**config.mk**
```make
export PLATFORM = sky130hd
export DESIGN_NAME = tpsc_top
export DESIGN_NICKNAME = d
export VERILOG_FILES = /design/src/rtl/tpsc_pkg.sv /design/src/rtl/tpsc_ctl_reg.sv /design/src/rtl/tpsc_divider.sv /design/src/rtl/tpsc_pin_edge.sv /design/src/rtl/tpsc_src_mux.sv /design/src/rtl/tpsc_top.sv
export SDC_FILE = /design/constraint.sdc
export NUM_CORES = 1
export LEC_CHECK = 0
export BUFFER_PORTS_ARGS = -buffer_cell sky130_fd_sc_hd__buf_2
export CORE_UTILIZATION = 45
export DETAILED_ROUTE_END_ITERATION = 8
export PLACE_DENSITY = 0.72
export RECOVER_POWER = 25
export SLEW_MARGIN = 0
export SYNTH_ARGS = -nofsm -noshare
export SYNTH_HDL_FRONTEND = slang
export SYNTH_SLANG_ARGS = --single-unit
```
**constraint.sdc**
```tcl
create_clock -name clk -period 1.9 [get_ports clk]
set_input_delay 0.19 -clock clk [delete_from_list [all_inputs] [get_ports clk]]
set_output_delay 0.19 -clock clk [all_outputs]
set_load 0.02 [all_outputs]
```
**src/rtl/tpsc_pkg.sv**
```systemverilog
package tpsc_pkg;
  parameter int CNT_W    = 10;
  parameter int SEL_W    = 3;
  parameter int NUM_TAPS = 4;
  parameter int REG_W    = 8;

  localparam int CTL_HOLD_BIT = 7;
  localparam int CTL_RST2_BIT = 1;
  localparam int CTL_RST_BIT  = 0;

  typedef enum logic [SEL_W-1:0] {
    SRC_OFF      = 3'd0,
    SRC_DIV1     = 3'd1,
    SRC_TAP0     = 3'd2,
    SRC_TAP1     = 3'd3,
    SRC_TAP2     = 3'd4,
    SRC_TAP3     = 3'd5,
    SRC_PIN_FALL = 3'd6,
    SRC_PIN_RISE = 3'd7
  } src_sel_e;

  // log2 of the division ratio of tap i; the top tap always uses the full counter
  function automatic int tap_log2(input int i);
    case (i)
      0:       return 3;
      1:       return 6;
      2:       return 8;
      default: return CNT_W;
    endcase
  endfunction
endpackage

```
**src/rtl/tpsc_ctl_reg.sv**
```systemverilog
module tpsc_ctl_reg
  import tpsc_pkg::*;
(
  input  logic             clk,
  input  logic             rst_n,
  input  logic             wr_en,
  input  logic [REG_W-1:0] wr_data,
  output logic             clr_o,
  output logic [REG_W-1:0] rd_data_o
);
  logic hold_q, rst_q, rst2_q;
  logic unused_wr_bits;

  assign unused_wr_bits = ^{wr_data[REG_W-2:CTL_RST2_BIT+1]};

  // A written reset bit survives the next edge only while hold is set.
  always_ff @(posedge clk or negedge rst_n) begin
    if (!rst_n) begin
      hold_q <= 1'b0;
      rst_q  <= 1'b0;
      rst2_q <= 1'b0;
    end else if (wr_en) begin
      hold_q <= wr_data[CTL_HOLD_BIT];
      rst_q  <= wr_data[CTL_RST_BIT]  | (rst_q  & wr_data[CTL_HOLD_BIT]);
      rst2_q <= wr_data[CTL_RST2_BIT] | (rst2_q & wr_data[CTL_HOLD_BIT]);
    end else begin
      rst_q  <= rst_q  & hold_q;
      rst2_q <= rst2_q & hold_q;
    end
  end

  assign clr_o = rst_q;

  always_comb begin
    rd_data_o               = '0;
    rd_data_o[CTL_HOLD_BIT] = hold_q;
    rd_data_o[CTL_RST2_BIT] = rst2_q;
    rd_data_o[CTL_RST_BIT]  = rst_q;
  end
endmodule

```
**src/rtl/tpsc_divider.sv**
```systemverilog
module tpsc_divider
  import tpsc_pkg::*;
#(
  parameter int W = CNT_W,
  parameter int T = NUM_TAPS
) (
  input  logic         clk,
  input  logic         rst_n,
  input  logic         clr_i,
  output logic [T-1:0] tap_o
);
  logic [W-1:0] cnt_q;

  always_ff @(posedge clk or negedge rst_n) begin
    if (!rst_n)     cnt_q <= '0;
    else if (clr_i) cnt_q <= '0;
    else            cnt_q <= cnt_q + 1'b1;
  end

  for (genvar i = 0; i < T; i++) begin : g_tap
    localparam int LW = (tap_log2(i) > W) ? W : tap_log2(i);
    assign tap_o[i] = &cnt_q[LW-1:0];
  end
endmodule

```
**src/rtl/tpsc_pin_edge.sv**
```systemverilog
module tpsc_pin_edge (
  input  logic clk,
  input  logic rst_n,
  input  logic pin_i,
  output logic rise_o,
  output logic fall_o
);
  logic meta_q, sync_q, last_q;

  always_ff @(posedge clk or negedge rst_n) begin
    if (!rst_n) begin
      meta_q <= 1'b0;
      sync_q <= 1'b0;
      last_q <= 1'b0;
    end else begin
      meta_q <= pin_i;
      sync_q <= meta_q;
      last_q <= sync_q;
    end
  end

  assign rise_o = sync_q & ~last_q;
  assign fall_o = ~sync_q & last_q;
endmodule

```
**src/rtl/tpsc_src_mux.sv**
```systemverilog
module tpsc_src_mux
  import tpsc_pkg::*;
(
  input  logic [SEL_W-1:0]    sel_i,
  input  logic                run_i,
  input  logic [NUM_TAPS-1:0] tap_i,
  input  logic                rise_i,
  input  logic                fall_i,
  output logic                en_o
);
  logic src;

  always_comb begin
    case (src_sel_e'(sel_i))
      SRC_DIV1:     src = 1'b1;
      SRC_TAP0:     src = tap_i[0];
      SRC_TAP1:     src = tap_i[1];
      SRC_TAP2:     src = tap_i[2];
      SRC_TAP3:     src = tap_i[3];
      SRC_PIN_FALL: src = fall_i;
      SRC_PIN_RISE: src = rise_i;
      default:      src = 1'b0;
    endcase
  end

  assign en_o = src & run_i;
endmodule

```
**src/rtl/tpsc_top.sv**
```systemverilog
module tpsc_top
  import tpsc_pkg::*;
#(
  parameter int NUM_TMR = 3,
  parameter int PSC_W   = CNT_W
) (
  input  logic                     clk,
  input  logic                     rst_n,
  input  logic                     ctl_wr_en,
  input  logic [REG_W-1:0]         ctl_wr_data,
  output logic [REG_W-1:0]         ctl_rd_data,
  input  logic [NUM_TMR*SEL_W-1:0] tmr_sel,
  input  logic [NUM_TMR-1:0]       ext_pin,
  output logic [NUM_TMR-1:0]       cnt_en
);
  logic                clr;
  logic [NUM_TAPS-1:0] taps;

  tpsc_ctl_reg u_reg (
    .clk       (clk),
    .rst_n     (rst_n),
    .wr_en     (ctl_wr_en),
    .wr_data   (ctl_wr_data),
    .clr_o     (clr),
    .rd_data_o (ctl_rd_data)
  );

  tpsc_divider #(.W(PSC_W), .T(NUM_TAPS)) u_div (
    .clk   (clk),
    .rst_n (rst_n),
    .clr_i (clr),
    .tap_o (taps)
  );

  for (genvar t = 0; t < NUM_TMR; t++) begin : g_tmr
    logic rise, fall;

    tpsc_pin_edge u_edge (
      .clk    (clk),
      .rst_n  (rst_n),
      .pin_i  (ext_pin[t]),
      .rise_o (rise),
      .fall_o (fall)
    );

    tpsc_src_mux u_mux (
      .sel_i  (tmr_sel[t*SEL_W +: SEL_W]),
      .run_i  (~clr),
      .tap_i  (taps),
      .rise_i (rise),
      .fall_i (fall),
      .en_o   (cnt_en[t])
    );
  end
endmodule

```
==> results.md, run 1 <==
* Share of cells above drive strength 1 at 0.368
* Port bufs at 23
* Crit path arrival time at 1.86 ns
* Fin area at 1330 um2
* Synth unique cells at 38
* Post-synth top cells: 22 x dfrtp_1, 11 x buf_4, 9 x nor2_1, 6 x xor2_1
* R2r endpoint: u_div.cnt_q[6]
* Fin crit share at 1.08
* Initial core utilization at 0.485
* Adder-cell share of the synthesized area at 0.0229
* Worst R2R Start: u_div.cnt_q[1]
* Final hold violation count at 0
* Cell row count at 17
* Fin nets at 151
* Post-Synthesis Cells at 96
* Post-Syn Area at 1090 um2
* Placer Congestion at 0.736
* Number of global-route vias before repair at 736
* Warnings, synthesis at 0
* RSZ-0062 raised after global routing: yes
* Clock transition at path regs at 0.11 ns
* GRT Total Usage at 0.170
* Worst-case reg-to-reg path depth at 6
* Initial antenna violation count at 0
* CP Launch Type: register
* Slew Limit Fails at 0
* Vias per std cell at 5.25
* Delay-heaviest family, CP: compound AO/OA/AOI/OAI gates
* Area occupied by multi-input gates at 468 um2
* First-pass GRT wire length at 3280 um
* Via count at 803
* PwrDens at 742 nW/um2
* Clock buffer depth at 2
* Compound-Gate Fraction of Synth Area at 0.141
* 1st-pass router iterations at 4
* Remaining DRCs at 0
* Chip height at 51.3 um
* CTS tree: built
* Ranking of synthesized cells by area: dfrtp_1 50%, buf_4 7.6%, xor2_1 4.8%, nor2_1 3.1%, ha_1 2.3%
* Sequential area share after synthesis at 0.503
* CP max FO at 5
* Dpl hpwl at 1320 um
* Post-route setup slack at -0.148 ns
* CTS Root Buffer Type: clkbuf_4
* Mux cell area share after synthesis at 0.0103
* Avg Synthesized Cell Area at 11.4 um2
* Clk_skew at 0.00435 ns
* Status: finished, violations left
* Register area at 552 um2
* Ys async rst share at 1.00
* Global route overflow at 0
* # diodes at 0
* VDD IR max at 0.539 mV
* Drt wl/cell at 12.3 um
* CP endpoint: cnt_en[1]
* Share of the synthesized area in the top cell type at 0.503
* Worst-Skew Late Latency at 0.30 ns
* Critical path depth at 6
* CTS Buf Count at 3
* Drt first-iter violations at 10
* Reg2reg setup slack at 0.58 ns
* Total wire length at 1890 um
* Core area at 2250 um2
* CP max stage cell: dfrtp_1
* Max H-tree Level at 1
* Failing checks: setup timing
* CTS Sinks at 22
* XOR/XNOR share of the synthesized area at 0.0561
* Chip width at 51.3 um
* Worst Path Required at 1.71 ns
* Most area-hungry cell type in the Yosys netlist: dfrtp_1
* Fmax at 0.488 GHz
* Final min period at 2.05 ns
* Max-slew headroom at 0.236
* Most used DFF post-synth: dfrtp_1
* Buf+Inv Stages, Crit Path at 1
* IO Count at 34
* Crit path from: u_div.cnt_q[1]
* Post-route ant nets at 0
* Total power at 0.986 mW
* Worst setup path class: reg -> out
* Worst slew pin tran at 1.15 ns
* FILL cells at 194
* Placed Area at 1190 um2
* Largest family of logic cells by synthesized area: simple AND/OR/NAND/NOR gates
* EDFF count, synth at 0
* Largest net degree at the start of global routing at 23
* Hold Path Class: in -> reg
* Most frequent cell after synthesis: dfrtp_1
* Simple-Gate Fraction of Synth Area at 0.152
* Leakage at 0.634 nW
* Crit path cell chain: ha_2, and3_4, nand2_4, o311a_1, o32ai_2, buf_4
* Setup-failing EPs final at 3
* Max incr delay on CP at 0.37 ns
* CP Capture Type: primary output
* Area Growth Syn to Fin at 21.4%
* Seq cells post-synth at 22
* Die area at 2630 um2
* Max cap viols at 0
[timing repair]
| action | CTS | global route |
|---|---|---|
| endpoints found under the hold margin | 25 | 0 |
| pin swaps | 5 | 2 |
| resized for setup | 10 | 3 |
| setup endpoints to repair | 3 | 3 |
| hold buffers | 4 | 0 |
| buffers inserted | 1 | 2 |
[power by group]
group	internal [mW]	switching (mW)	total [mW]
registers	0.505	0.0292	0.535
clock network	0.117	0.134	0.251
logic	0.104	0.0965	0.200
total	0.726	0.260	0.986
[worst register-to-register path, cell delays in order (launching register included)]
cell and delay [ns]:
dfrtp_1 0.37, ha_2 0.19, and3_4 0.23, nand3_4 0.10, buf_4 0.15, xor2_1 0.13, nor2_1 0.05
[layout by cell type, fill, tap and decap left out, drive strengths merged, types with 2 or more instances in the layout]
cell and count:
a21oi 3, a22o 2, a311o 2, and4 2, buf 30, clkbuf 5, conb 5, dfrtp 22
dlygate4sd3 4, ha 2, inv 3, nand2 3, nand3 3, nand4 2, nor2 9, nor2b 2
o21a 2, o21ai 2, o32ai 2, xor2 6
[stage by stage]
step,hold slack [ns],utilization,instances,setup TNS (ns),setup WS (ns)
floorplan,-0.106,-,100,0,0.187
global placement,0.165,0.526,142,0,0.0523
CTS,0.0888,0.577,151,-0.308,-0.148
detailed placement,0.184,0.526,142,0,0.0397
finish,0.102,0.589,153,-0.361,-0.148
global route,0.0849,0.589,153,-0.714,-0.264
[state kept, by name, summed over array words and instances (netlist names)]
| name | count |
|---|---|
| u_reg.clr_o | 1 |
| u_div.cnt_q | 10 |
| g_tmr.u_edge.meta_q | 3 |
| g_tmr.u_edge.sync_q | 3 |
| u_reg.rst2_q | 1 |
| g_tmr.u_edge.last_q | 3 |
| u_reg.hold_q | 1 |
[metal layers]
| metal | global-route usage | up-vias | routed length (um) |
|---|---|---|---|
| met2 | 0.261 | 32 | 902 |
| met4 | 0.0811 | 0 | 13 |
| met5 | 0 | - | 0 |
| met3 | 0.0387 | 2 | 125 |
| li1 | - | 385 | - |
| met1 | 0.225 | 384 | 847 |
[worst min path at each step]
stage               slack, ns                endpoint      startpoint  cells after the start
detailed placement       0.18  g_tmr[0].u_edge.last_q           rst_n                      1
floorplan               -0.11  g_tmr[0].u_edge.last_q           rst_n                      0
CTS                      0.09            u_reg.rst2_q  ctl_wr_data[1]                      2
global route             0.08             u_reg.clr_o  ctl_wr_data[0]                      2
finish                   0.10            u_reg.rst2_q  ctl_wr_data[1]                      2
global placement         0.17  g_tmr[0].u_edge.last_q           rst_n                      1
[cell families after synthesis]
family | count (synthesis)
simple gates | 27
flops | 22
compound gates | 19
xor+xnor | 7
other cells | 1
buf+inv | 17
fa+ha+maj | 2
mux | 1
[cell type report]
cell class | count | area share
flip-flops and latches | 22 | 0.416
multi-input cells | 61 | 0.352
repair buffers | 35 | 0.170
clock buffers | 4 | 0.0273
well taps | 28 | 0.0264
inverters | 3 | 0.00848
(Power assumes the default switching activity.)
==> run 2: changes to the inputs <==
==> constraint.sdc (replaced) <==
create_clock -name clk -period 1.9 [get_ports clk]
set_input_delay 0.095 -clock clk [delete_from_list [all_inputs] [get_ports clk]]
set_output_delay 0.095 -clock clk [all_outputs]
set_load 0.02 [all_outputs]
==> run 2 against run 1 <==
- the flow still finishes with violations (setup timing)
- critical endpoint unchanged
- via count rose by 0.37%
- count of clock-buffer cells in the layout did not move
- routed wire length increased by 9.3%
- largest power group unchanged
- setup slack improved by 0.075 ns
- sequential cell count is the same
- design area down 1.6%
- sequential power up 1%
- highest routed layer unchanged
- non-clock buffer count unchanged
- clock skew fell by 0.0025 ns
- clock power up 2%
- sequential share of layout area up 0.58 points
==> results.md, run 2 (synthesis gave the netlist of run 1 again) <==
* Worst setup path class: reg -> out (unchanged)
* Most common cell after layout, fill and taps aside: dfrtp_1 (unchanged)
* VDD IR max at 0.427 mV (was 0.539 mV)
* Slew Limit Fails at 0 (unchanged)
* Share of cells above drive strength 1 at 0.312 (was 0.368)
* Vias per std cell at 5.27 (was 5.25)
* Final min period at 1.97 ns (was 2.05 ns)
* Status: finished, violations left (unchanged)
* Number of global-route vias before repair at 747 (was 736)
* Fmax at 0.507 GHz (was 0.488 GHz)
* Flop pwr share at 0.552 (was 0.542)
* Placer Congestion at 0.707 (was 0.736)
* Max reg flops at 10 (unchanged)
* Via count at 806 (was 803)
* PwrDens at 752 nW/um2 (was 742 nW/um2)
* 1st-pass router iterations at 4 (unchanged)
* Max-slew headroom at 0.205 (was 0.236)
* Top reg by flops: u_div.cnt_q (unchanged)
* Final hold violation count at 0 (unchanged)
* Dpl hpwl at 1370 um (was 1320 um)
* IO Count at 34 (unchanged)
* Post-route ant nets at 0 (unchanged)
* Switching pwr at 0.265 mW (was 0.260 mW)
* Clock transition at path regs at 0.12 ns (was 0.11 ns)
* Leakage at 0.627 nW (was 0.634 nW)
* Crit path arrival time at 1.88 ns (was 1.86 ns)
* First-pass GRT wire length at 3270 um (was 3280 um)
* CP Capture Type: primary output (unchanged)
* Post-route setup slack at -0.0728 ns (was -0.148 ns)
* Initial core utilization at 0.485 (unchanged)
* CTS tree: built (unchanged)
* Initial antenna violation count at 0 (unchanged)
* Clock power share at 0.260 (was 0.255)
* Clk_skew at 0.00182 ns (was 0.00435 ns)
* GRT Total Usage at 0.175 (was 0.170)
* Die area at 2630 um2 (unchanged)
* CP Launch Type: register (unchanged)
* Int Pwr at 0.718 mW (was 0.726 mW)
* CP max FO at 5 (unchanged)
* Remaining DRCs at 0 (unchanged)
* CTS Root Buffer Type: clkbuf_4 (unchanged)
* Chip width at 51.3 um (unchanged)
* Clock buffer depth at 2 (unchanged)
* Worst slew pin tran at 1.19 ns (was 1.15 ns)
* Register area at 551 um2 (was 552 um2)
* Port bufs at 23 (unchanged)
* Gate power share at 0.188 (was 0.203)
* Failing checks: setup timing (unchanged)
* Chip height at 51.3 um (unchanged)
* Core area at 2250 um2 (unchanged)
* Fin crit share at 1.04 (was 1.08)
* Max H-tree Level at 1 (unchanged)
* Hold Path Class: in -> reg (unchanged)
* Max cap viols at 0 (unchanged)
* CTS Sinks at 22 (unchanged)
* FILL cells at 216 (was 194)
* Area occupied by multi-input gates at 452 um2 (was 468 um2)
* Fin area at 1310 um2 (was 1330 um2)
* Largest net degree at the start of global routing at 23 (unchanged)
* Reg2reg setup slack at 0.57 ns (was 0.58 ns)
* Total wire length at 2060 um (was 1890 um)
* CTS Buf Count at 3 (unchanged)
* Placed Area at 1150 um2 (was 1190 um2)
* Drt wl/cell at 13.5 um (was 12.3 um)
* Cell row count at 17 (unchanged)
* RSZ-0062 raised after global routing: yes (unchanged)
* Net switching fraction of the power at 0.269 (was 0.263)
* Worst-Skew Late Latency at 0.31 ns (was 0.30 ns)
* TNS Setup at -0.148 ns (was -0.361 ns)
* Setup-failing EPs final at 3 (unchanged)
* Drt first-iter violations at 9 (was 10)
* Area Growth Syn to Fin at 19.5% (was 21.4%)
* # diodes at 0 (unchanged)
* Global route overflow at 0 (unchanged)
* Commonest cells after routing, fill and taps aside: 22 x dfrtp_1, 21 x buf_2, 9 x nor2_1 (was 21 x dfrtp_1, 19 x buf_2, 10 x buf_4)
* Worst Path Required at 1.80 ns (was 1.71 ns)
* Fin nets at 151 (unchanged)
## run 2: changes by cell type in the layout (fill, tap and decap cells not counted), sizes merged
cell	previous run	this run
dlygate4sd3	4	6
buf	30	28
## run 2: stage by stage
| stage | hold slack [ns] | std cells | power (mW) | util | worst slack (ns) |
|---|---|---|---|---|---|
| 6_report | 0.0430 | 153 | 0.983 | 0.579 | -0.0728 |
| 3_3_place_gp | 0.0767 | 137 | 0.681 | 0.509 | 0.0557 |
| 2_1_floorplan | -0.201 | 100 | 0.656 | - | 0.282 |
| 4_1_cts | 0.0323 | 151 | 0.985 | 0.573 | -0.0823 |
| 5_1_grt | 0.0440 | 153 | 1.04 | 0.579 | -0.156 |
| 3_5_place_dp | 0.0851 | 137 | 0.693 | 0.509 | -0.00748 |
## run 2: what timing repair did
item,CTS,global route
hold buffers,6,0
endpoints found under the setup margin,3,3
setup buffers,4,2
resized for setup,5,0
endpoints found under the hold margin,27,0
pin swaps,2,1
gates cloned,0,0
## run 2: routing by layer
layer,GRT usage,share of wire
met3,0.0357,0.048
met1,0.198,0.43
met4,0.0946,0.020
met2,0.305,0.50
met5,0,0
## run 2: area by class of cell
class	count	area share
Tap cell	28	0.0268
Timing Repair Buffer	35	0.170
Multi-Input combinational cell	61	0.346
Sequential cell	22	0.421
Inverter	3	0.00862
Clock buffer	4	0.0278
## run 2: power by group through the flow
stage                     clock [mW]  sequential, mW  combinational [mW]
after detailed placement           0           0.552               0.140
after global routing           0.283           0.548               0.207
after floorplan                    0           0.534               0.122
after CTS                      0.268           0.542               0.175
final                          0.255           0.543               0.185
after global placement             0           0.549               0.132
## run 2: worst max-delay path, cell delays in order (launching register included)
cell	delay (ns)
dfrtp_1	0.38
ha_2	0.19
and3_4	0.25
nand2_4	0.06
o311a_1	0.29
o32ai_2	0.21
buf_4	0.18
## run 2: final timing paths
kind	startpoint	endpoint	cells past startpoint
setup / recovery	u_div.cnt_q[1]	cnt_en[1]	6
hold / removal	ctl_wr_en	u_reg.clr_o	2
setup reg to reg	u_div.cnt_q[1]	u_div.cnt_q[7]	6
hold reg to reg	g_tmr[1].u_edge.meta_q	g_tmr[1].u_edge.sync_q	0
max in group asynchronous	rst_n	g_tmr[0].u_edge.meta_q	2
min in group asynchronous	rst_n	g_tmr[0].u_edge.last_q	2
==> run 3: changes to the inputs <==
--- a/config.mk
+++ b/config.mk
@@ -6,6 +6,7 @@
 export NUM_CORES = 1
 export LEC_CHECK = 0
 export BUFFER_PORTS_ARGS = -buffer_cell sky130_fd_sc_hd__buf_2
+export CORE_ASPECT_RATIO = 1.4
 export CORE_UTILIZATION = 45
 export DETAILED_ROUTE_END_ITERATION = 8
 export PLACE_DENSITY = 0.72
==> run 3 against run 2 <==
- the run ends with DRC, setup timing left
- cell count shrank 7.2%
- critical path depth is the same
- fmax grew 1.5%
- hold slack lost 0.021 ns
- first-iteration DRC count grew 44%
- design area shrank 2.2%
- sequential cell count is the same
- clock skew grew 0.0016 ns
- register-to-register slack gained 0.04 ns
- global-route usage shrank 1.2 points
- via count shrank 2.6%
- count of clock-buffer cells in the layout shrank 1
- critical path type unchanged
- highest routed layer unchanged
==> results.md, run 3 (synthesis gave the netlist of run 1 again) <==
* Status: finished, violations left (unchanged)
* Failing checks: DRC, setup timing (was setup timing)
* Placed Instances at 131 (was 137)
* Crit path from: u_div.cnt_q[0] (was u_div.cnt_q[1])
* Drt wl/cell at 13.3 um (was 13.5 um)
* RSZ-0062 raised after global routing: yes (unchanged)
* Layout Cells excl Fill at 142 (was 153)
* FILL cells at 193 (was 216)
* Core area at 2230 um2 (was 2250 um2)
* # diodes at 0 (unchanged)
* Via count at 785 (was 806)
* Chip width at 43.7 um (was 51.3 um)
* Setup-failing EPs final at 2 (was 3)
* Vias per std cell at 5.53 (was 5.27)
* Worst R2R Start: u_div.cnt_q[0] (was u_div.cnt_q[1])
* Crit path cell chain: ha_2, and3_4, nand2_4, o311a_1, o32ai_2, buf_4 (unchanged)
* Worst setup path class: reg -> out (unchanged)
* CTS Sinks at 22 (unchanged)
* Cell row count at 20 (was 17)
* Commonest cells after routing, fill and taps aside: 22 x dfrtp_1, 19 x buf_2, 9 x nor2_1 (was 22 x dfrtp_1, 21 x buf_2, 9 x nor2_1)
* Slew Limit Fails at 0 (unchanged)
* M1 wire length at 779 um (was 879 um)
* Delay-heaviest family, CP: compound AO/OA/AOI/OAI gates (unchanged)
* Final min period at 1.94 ns (was 1.97 ns)
* Worst-case reg-to-reg path depth at 6 (unchanged)
* Clock buffer depth at 2 (unchanged)
* Drt first-iter violations at 13 (was 9)
* Uppermost layer routed: met4 (unchanged)
* Worst Path Required at 1.80 ns (about the same)
* GRT Total Usage at 0.163 (was 0.175)
* CTS tree: built (unchanged)
* Worst slew pin tran at 1.12 ns (was 1.19 ns)
* Fmax at 0.515 GHz (was 0.507 GHz)
* CP max stage cell: dfrtp_1 (unchanged)
* Hold path start: ctl_wr_data[1] (was ctl_wr_en)
* WHS at 0.0216 ns (was 0.0430 ns)
* Most common cell after layout, fill and taps aside: dfrtp_1 (unchanged)
* Placed Area at 1140 um2 (was 1150 um2)
* Top reg by flops: u_div.cnt_q (unchanged)
* Global route overflow at 0 (unchanged)
* Max-slew headroom at 0.256 (was 0.205)
* CTS Root Buffer Type: clkbuf_4 (unchanged)
* Max reg flops at 10 (unchanged)
* IO Count at 34 (unchanged)
* Leakage at 0.607 nW (was 0.627 nW)
* CTS Buf Count at 3 (unchanged)
* Hold Path Class: in -> reg (unchanged)
* Max H-tree Level at 1 (unchanged)
* Total wire length at 1890 um (was 2060 um)
* Placer Congestion at 0.738 (was 0.707)
* Initial core utilization at 0.491 (was 0.485)
* Post-route ant nets at 0 (unchanged)
* Reg2reg setup slack at 0.61 ns (was 0.57 ns)
* 1st-pass router iterations at 6 (was 4)
* Max incr delay on CP at 0.37 ns (was 0.38 ns)
* CP max FO at 5 (unchanged)
* Post-route setup slack at -0.0431 ns (was -0.0728 ns)
* First-pass GRT wire length at 3130 um (was 3270 um)
* Initial antenna violation count at 0 (unchanged)
* Final core occ at 0.574 (was 0.579)
* Worst-Skew Late Latency at 0.29 ns (was 0.31 ns)
* PwrDens at 714 nW/um2 (was 752 nW/um2)
* Critical path depth at 6 (unchanged)
* CP Launch Type: register (unchanged)
* Max cap viols at 0 (unchanged)
* Die area at 2630 um2 (about the same)
* Remaining DRCs at 4 (was 0)
* Chip height at 60.3 um (was 51.3 um)
* Fin nets at 147 (was 151)
* Fin crit share at 1.02 (was 1.04)
* VDD IR max at 0.529 mV (was 0.427 mV)
* R2r endpoint: u_div.cnt_q[8] (was u_div.cnt_q[7])
* Largest net degree at the start of global routing at 23 (unchanged)
* Final hold violation count at 0 (unchanged)
* Port bufs at 23 (unchanged)
* CP endpoint: cnt_en[1] (unchanged)
* Met3 WL at 60 um (was 100 um)
* Area Growth Syn to Fin at 16.8% (was 19.5%)
* WL met2 at 1020 um (was 1040 um)
* Number of global-route vias before repair at 731 (was 747)
* Buf+Inv Stages, Crit Path at 1 (unchanged)
* Clock transition at path regs at 0.11 ns (was 0.12 ns)
* Crit path arrival time at 1.85 ns (was 1.88 ns)
* CP Capture Type: primary output (unchanged)
* Clk_skew at 0.00337 ns (was 0.00182 ns)
* Dpl hpwl at 1260 um (was 1370 um)
* Fin area at 1280 um2 (was 1310 um2)
* Share of cells above drive strength 1 at 0.325 (was 0.312)
[run 3: cell types whose count changed in the layout (fill, tap and decap cells not counted)]
cell / change
o31ai_1: -1
a311oi_1: -1
buf_2: -2
buf_4: -1
o31ai_2: +1
a311oi_2: +1
o32ai_1: -1
clkbuf_8: -1
buf_6: +1
o32ai_2: +1
dlygate4sd3_1: -2
[run 3: how the worst min path moves through the flow]
| stage | end | slack [ns] | cells after the start |
|---|---|---|---|
| 3_3_place_gp | g_tmr[1].u_edge.meta_q | 0.07 | 1 |
| 5_1_grt | u_reg.clr_o | 0.01 | 2 |
| 4_1_cts | u_reg.rst2_q | 0.009 | 2 |
| 2_1_floorplan | g_tmr[0].u_edge.last_q | -0.20 | 0 |
| 6_report | u_reg.rst2_q | 0.02 | 2 |
| 3_5_place_dp | g_tmr[0].u_edge.meta_q | 0.08 | 1 |
[run 3: through the flow]
stage               power, mW  worst slack (ns)  TNS [ns]
floorplan               0.656             0.282         0
global placement        0.680            0.0634         0
detailed placement      0.688            0.0251         0
CTS                     0.914           -0.0505    -0.109
global route            0.971            -0.115    -0.306
finish                  0.912           -0.0431   -0.0468
[run 3: area by class of cell]
class                   count  area (um2)  share of cell area
well taps                  22        27.5              0.0215
flip-flops and latches     22         551               0.431
inverters                   3        11.3             0.00881
clock buffers               3        22.5              0.0176
repair buffers             31         195               0.153
multi-input cells          61         470               0.368
[run 3: what timing repair did]
action / 4_1_cts / 5_1_grt
hold buffers: 4 / 0
pin swaps: 2 / 6
gates resized for setup: 5 / 6
endpoints found under the setup margin: 3 / 3
endpoints found under the hold margin: 25 / 0
gates cloned: 0 / 0
setup buffers: 4 / 0
[run 3: routing by layer]
| layer | track usage | up-vias |
|---|---|---|
| li1 | - | 382 |
| met1 | 0.197 | 380 |
| met2 | 0.279 | 19 |
| met3 | 0.0211 | 4 |
| met4 | 0.0848 | 0 |
| met5 | 0 | - |
[run 3: power by group]
part	internal (mW)	switching, mW	total [mW]
sequential	0.505	0.0376	0.543
clock	0.0738	0.122	0.196
combinational	0.0871	0.0863	0.173
total	0.666	0.246	0.912
